### src/rtl/cfgp_pkg.sv
package cfgp_pkg;

  typedef enum logic [2:0] {
    PH_OFF  = 3'd0,
    PH_RST  = 3'd1,
    PH_CFG  = 3'd2,
    PH_INIT = 3'd3,
    PH_USER = 3'd4
  } phase_e;

  localparam int unsigned OFS_STAT  = 'h0;
  localparam int unsigned OFS_CTRL  = 'h4;
  localparam int unsigned OFS_XPORT = 'h850;

  localparam int unsigned STAT_MODE_LSB = 3;
  localparam int unsigned XPORT_DONE    = 10;
  localparam int unsigned CTRL_W        = 10;
  localparam logic [CTRL_W-1:0] CTRL_WMASK = 10'h3C7;

  typedef struct packed {
    logic       wide;
    logic       dp;
    logic [1:0] ratio;
    logic [2:0] rsv;
    logic       pull;
    logic       nce;
    logic       en;
  } ctrl_t;

endpackage

### src/rtl/cfgp_phase.sv
module cfgp_phase
  import cfgp_pkg::*;
(
  input  logic   clk,
  input  logic   rst_n,
  input  ctrl_t  ctrl_i,
  input  logic   done_i,
  input  logic   burst_i,
  output phase_e phase_o,
  output logic   done_q_o
);

  phase_e ph_q, ph_d;
  logic   done_q;
  logic   done_rise;

  assign done_rise = done_i & ~done_q;

  always_comb begin
    ph_d = ph_q;
    if (!ctrl_i.en && ph_q != PH_USER) begin
      ph_d = PH_OFF;
    end else if (ctrl_i.en && ctrl_i.pull) begin
      ph_d = PH_RST;
    end else begin
      unique case (ph_q)
        PH_RST:  if (!ctrl_i.pull) ph_d = PH_CFG;
        PH_CFG:  if (done_rise) ph_d = PH_INIT;
        PH_INIT: if (!ctrl_i.dp && done_i && burst_i) ph_d = PH_USER;
        default: ph_d = ph_q;
      endcase
    end
  end

  always_ff @(posedge clk or negedge rst_n) begin
    if (!rst_n) begin
      ph_q   <= PH_OFF;
      done_q <= 1'b0;
    end else begin
      ph_q   <= ph_d;
      done_q <= done_i;
    end
  end

  assign phase_o  = ph_q;
  assign done_q_o = done_q;

endmodule

### src/rtl/cfgp_regs.sv
module cfgp_regs
  import cfgp_pkg::*;
#(
  parameter int ADDR_W = 12,
  parameter int DATA_W = 32,
  parameter int MODE_W = 5
) (
  input  logic              clk,
  input  logic              rst_n,
  input  logic              sel_i,
  input  logic              we_i,
  input  logic [ADDR_W-1:0] addr_i,
  input  logic [DATA_W-1:0] wdata_i,
  input  phase_e            phase_i,
  input  logic [MODE_W-1:0] mode_i,
  input  logic              done_q_i,
  output ctrl_t             ctrl_o,
  output logic [DATA_W-1:0] rdata_o
);

  localparam logic [ADDR_W-1:0] A_STAT  = ADDR_W'(OFS_STAT);
  localparam logic [ADDR_W-1:0] A_CTRL  = ADDR_W'(OFS_CTRL);
  localparam logic [ADDR_W-1:0] A_XPORT = ADDR_W'(OFS_XPORT);

  ctrl_t             ctrl_q, ctrl_d;
  logic [MODE_W-1:0] mode_q;
  logic [DATA_W-1:0] rd_q, rd_d;
  logic              wr_ctrl, rd_en;

  assign wr_ctrl = sel_i & we_i & (addr_i == A_CTRL);
  assign rd_en   = sel_i & ~we_i;

  always_comb begin
    ctrl_d = ctrl_q;
    if (wr_ctrl) ctrl_d = ctrl_t'(wdata_i[CTRL_W-1:0] & CTRL_WMASK);
  end

  always_comb begin
    rd_d = rd_q;
    if (rd_en) begin
      rd_d = '0;
      if (addr_i == A_STAT) begin
        rd_d[2:0]                   = phase_i;
        rd_d[STAT_MODE_LSB +: MODE_W] = mode_q;
      end else if (addr_i == A_CTRL) begin
        rd_d[CTRL_W-1:0] = ctrl_q;
      end else if (addr_i == A_XPORT) begin
        rd_d[XPORT_DONE] = done_q_i;
      end
    end
  end

  always_ff @(posedge clk or negedge rst_n) begin
    if (!rst_n) begin
      ctrl_q <= '0;
      mode_q <= '0;
      rd_q   <= '0;
    end else begin
      ctrl_q <= ctrl_d;
      mode_q <= mode_i;
      rd_q   <= rd_d;
    end
  end

  assign ctrl_o  = ctrl_q;
  assign rdata_o = rd_q;

endmodule

### src/rtl/cfg_phase_ctrl.sv
module cfg_phase_ctrl
  import cfgp_pkg::*;
#(
  parameter int ADDR_W = 12,
  parameter int DATA_W = 32,
  parameter int MODE_W = 5
) (
  input  logic              clk,
  input  logic              rst_n,
  input  logic              bus_sel_i,
  input  logic              bus_we_i,
  input  logic [ADDR_W-1:0] bus_addr_i,
  input  logic [DATA_W-1:0] bus_wdata_i,
  output logic [DATA_W-1:0] bus_rdata_o,
  input  logic [MODE_W-1:0] mode_sel_i,
  input  logic              cfg_done_i,
  input  logic              burst_done_i,
  output logic              cfg_rst_n_o,
  output logic              chip_en_n_o,
  output logic [1:0]        clk_ratio_o,
  output logic              datapath_en_o,
  output logic              bus_wide_o
);

  ctrl_t  ctrl_w;
  phase_e phase_w;
  logic   done_q_w;

  cfgp_regs #(
    .ADDR_W(ADDR_W),
    .DATA_W(DATA_W),
    .MODE_W(MODE_W)
  ) u_regs (
    .clk     (clk),
    .rst_n   (rst_n),
    .sel_i   (bus_sel_i),
    .we_i    (bus_we_i),
    .addr_i  (bus_addr_i),
    .wdata_i (bus_wdata_i),
    .phase_i (phase_w),
    .mode_i  (mode_sel_i),
    .done_q_i(done_q_w),
    .ctrl_o  (ctrl_w),
    .rdata_o (bus_rdata_o)
  );

  cfgp_phase u_phase (
    .clk     (clk),
    .rst_n   (rst_n),
    .ctrl_i  (ctrl_w),
    .done_i  (cfg_done_i),
    .burst_i (burst_done_i),
    .phase_o (phase_w),
    .done_q_o(done_q_w)
  );

  assign cfg_rst_n_o   = ~(ctrl_w.en & ctrl_w.pull);
  assign chip_en_n_o   = ctrl_w.nce;
  assign clk_ratio_o   = ctrl_w.ratio;
  assign datapath_en_o = ctrl_w.dp;
  assign bus_wide_o    = ctrl_w.wide;

endmodule

### config.mk
export PLATFORM = sky130hd
export DESIGN_NAME = cfg_phase_ctrl
export DESIGN_NICKNAME = d
export VERILOG_FILES = /design/src/rtl/cfgp_pkg.sv /design/src/rtl/cfgp_phase.sv /design/src/rtl/cfgp_regs.sv /design/src/rtl/cfg_phase_ctrl.sv
export SDC_FILE = /design/constraint.sdc
export NUM_CORES = 1
export LEC_CHECK = 0
export ABC_CLOCK_PERIOD_IN_PS = 2340
export BUFFER_PORTS_ARGS = -buffer_cell sky130_fd_sc_hd__buf_2
export CAP_MARGIN = 10
export CORE_MARGIN = 1.5
export CORE_UTILIZATION = 46
export CTS_BUF_LIST = sky130_fd_sc_hd__clkbuf_4
export DETAILED_ROUTE_END_ITERATION = 8
export GPL_TIMING_DRIVEN = 0
export MAX_ROUTING_LAYER = met4
export PLACE_DENSITY = 0.9
export SYNTH_ARGS = -nofsm -noshare
export SYNTH_HDL_FRONTEND = slang
export SYNTH_SLANG_ARGS = --single-unit
### constraint.sdc
create_clock -name clk -period 2.34 [get_ports clk]
set_input_delay 0.468 -clock clk [delete_from_list [all_inputs] [get_ports clk]]
set_output_delay 0.468 -clock clk [all_outputs]
set_load 0.01 [all_outputs]
==> metrics.md <==
| Metric | Value |
|---|---|
| CP Launch Type | input pin |
| Slew Limit Fails | 0 |
| Final nets | 246 |
| Final hold violation count | 0 |
| F_max | 675.4 MHz |
| First-pass GRT wire length | a little over 4 mm |
| Crit end category | register |
| Routability cong. | 0.7217 |
| Most used flip-flop cell after synthesis | dfrtp_1 |
| Reg2reg end | u_phase.phase_o[1]$_DFFE_PN0P_ |
| GRT Residual Overflow | 0 |
| Antenna viol nets, final | 0 |
| Largest net degree at the start of global routing | 28 |
| Final setup TNS | 0 ns |
| First drt pass iteration count | 4 |
| Share of post-route cells with drive strength above 1 | 0.4421 |
| YS warnings | 0 |
| Final period util | 0.6328 |
| Min Tclk post-route | 1.481 ns |
| Pwr/cell area | 448.3 nW/um^2 |
| DR iter-0 viols | 27 |
| PostCTS Resize Cnt | 0 |
| Cell Rows | 19 |
| Register area share after synthesis | 0.4991 |
| Async set-or-reset flop fraction in the synthesized netlist | 1.000 |
| Cell variety after synth | 29 |
| Crit-path leading delay family | simple AND/OR/NAND/NOR gates |
| Gr usage total | 0.1678 |
| EDFF count, synth | 0 |
| CTS tree | built |
| Area Overhead vs Synth | 27.63% |
| Crit-path slowest cell | nor4_1 |
| Vias in the first global route | 923 |
| Worst Hold Class | input pin to asynchronous set/reset pin |
| Routed WL per cell | 11.85 um |
| Worst slew pin tran | 0.5786 ns |
| # setup viols final | 0 |
| Final hold slack | 0.1236 ns |
| Leakage | just over 0.9 nW |
| Cts bufs inserted | 3 |
| I/O Buffers | 46 |
| Critical path class | input pin to register |
| Yosys reg bits | 27 |
| Post-synthesis instance total | between 100 and 150 |
| H-tree levels | 1 |
| DRC | 0 |
| Ant diodes | 0 |
| Core Region | 2781 um^2 |
| Maximum root-to-sink buffer count | 2 |
| Critical Path RT | 2.57 ns |
| Unrepaired setup endpoints after global routing | no |
| Hold buffer count at CTS | 0 |
| Mapped Area | 1354 um^2 |
| WL final | 2.618 mm |
| Worst-path clk slew | 0.14 ns |
| Max-slew headroom | 0.6143 |
| Root Buffer | clkbuf_4 |
| Num Clock Sinks | 27 |
| Vias | 1049 |
| Layout Skew | 0.009837 ns |
| Total Power | 0.0007746 W |
| Top Ports | between 90 and 100 |
| R2R cell count | 3 |
| Max VDD drop | 0.5371 mV |
| Post-CTS Setup Inserts | 0 |
| Clock Latency Late Sink | 0.32 ns |
| Worst path cell trace | buf_2 > nor4_1 > nand4_1 > o221ai_1 |
| Vias/cell | 4.747 |
| Width of the die | 57.25 um |
| Initial antenna violation count | 0 |
| Worst path bufs/invs | 1 |
| Syn Area/Cell | around 11 um^2 |
| Status | complete, no violations |
| CP peak stage delay | ~0.52 ns |
| CP Data Arrival Time | around 1.7 ns |
| Initial Utilization | 0.4867 |
| Dpl hpwl | 2.099 mm |
| Max cap viols | 0 |
| Crit Path Max Fanout | 5 |
| Die area | 3278 um^2 |
| Die height | 57.25 um |
| Critical R2R Launch | u_phase.phase_o[0]$_DFFE_PN0P_ |
| Flop2flop setup slack | 1.20 ns |
==> worst reg2reg max path, stage by stage (launching register included) <==
cell	delay, ns
dfrtp_1	0.46
nor2b_1	0.18
nor2_1	0.05
a2111oi_0	0.35
==> state kept, by name, indices dropped and copies added (netlist names) <==
signal            count
u_regs.ctrl_o         7
u_regs.mode_q         5
u_phase.done_q_o      1
u_regs.rdata_o       11
u_phase.phase_o       3
==> final cells by class <==
type                       instances  area [um^2]
inverter                          12        45.04
multi-input combinational         76        520.5
tap                               31        38.79
clock buffer                       4        30.03
fill                             245         1054
sequential                        27        675.6
timing repair buffer              46        230.2
buffer                            25        187.7
==> layer usage <==
layer / GRT usage / vias up / wire length, um
met2: 0.2644 / 54 / 1226
li1: - / 511 / -
met5: - / - / 0
met1: 0.2247 / 482 / 1170
met3: 0.02268 / 2 / 209
met4: 0.05980 / 0 / 12
==> cells by family (layout without fill, tap and decap cells) <==
group,count (synthesis),in the layout,synth area share
multiplexers,7,7,0.07763
AND/OR/NAND/NOR,31,31,0.1543
flip-flops,27,27,0.4991
buffers and inverters,37,87,0.1719
AO/OA/AOI/OAI,17,17,0.09428
other,1,21,0.002770
==> worst max path at each step <==
stage | startpoint | slack, ns | endpoint | cells after the start
finish | bus_addr_i[1] | 0.86 | u_regs.rdata_o[7]$_DFFE_PN0P_ | 4
floorplan | bus_addr_i[7] | 0.79 | u_regs.ctrl_o[0]$_DFFE_PN0P_ | 4
detailed placement | bus_addr_i[1] | 0.53 | u_regs.rdata_o[7]$_DFFE_PN0P_ | 4
global route | bus_addr_i[1] | 0.82 | u_regs.rdata_o[2]$_DFFE_PN0P_ | 4
CTS | u_regs.ctrl_o[6]$_DFFE_PN0P_ | 0.86 | clk_ratio_o[0] | 2
global placement | bus_addr_i[1] | 0.54 | u_regs.rdata_o[2]$_DFFE_PN0P_ | 4
==> where the power goes <==
group | internal, W | switching, W | total, W
Clock | 0.0000782 | 0.000127 | 0.000205
Sequential | 0.000472 | 0.00000195 | 0.000474
Combinational | 0.0000459 | 0.0000499 | 0.0000958
Total | 0.000596 | 0.000178 | 0.000775
==> per-stage QoR <==
| step | area [um^2] | setup WS (ns) | instances | util |
|---|---|---|---|---|
| after floorplan | 1429 | 0.7937 | 140 | - |
| after global placement | 1698 | 0.5422 | 217 | 0.6104 |
| after detailed placement | 1698 | 0.5294 | 217 | 0.6104 |
| after CTS | 1728 | 0.8603 | 221 | 0.6212 |
| after global routing | 1728 | 0.8183 | 221 | 0.6212 |
| final | 1728 | 0.8593 | 221 | 0.6212 |
==> cell usage in the layout (no fill, tap or decap) <==
master     count
buf_6          1
nand2_1        9
buf_2         46
nand2b_1       1
a311o_1        1
mux2_4         7
a22o_1         3
buf_4         23
o21ai_0        2
nor4_1         1
and4b_1        1
a21oi_1        1
o221ai_1       5
nand3_1        1
nor4b_2        1
and2_1         1
a2111oi_0      1
inv_1         12
a21boi_0       1
conb_1        21
clkbuf_1       1
dfrtp_1       27
a31oi_1        1
nor2_1         4
nor2b_1        2
nor4_4         2
clkbuf_4       4
nor3_1         1
o21ai_1        2
nand4_1        4
and4_1         3
==> cells in the mapped netlist (2+ instances only) <==
cell / instances / area [um^2]
mux2_4: 7 / 105.1
o221ai_1: 5 / 43.79
o21ai_0: 2 / 10.01
a22o_1: 3 / 26.28
o21ai_1: 2 / 10.01
nor4_4: 2 / 42.54
inv_1: 12 / 45.04
nor2b_1: 2 / 12.51
nor2_1: 4 / 15.01
nand2_1: 9 / 33.78
dfrtp_1: 27 / 675.7
nand4_1: 4 / 25.02
and4_1: 3 / 26.28
buf_4: 23 / 172.7
(Power assumes the default switching activity.)
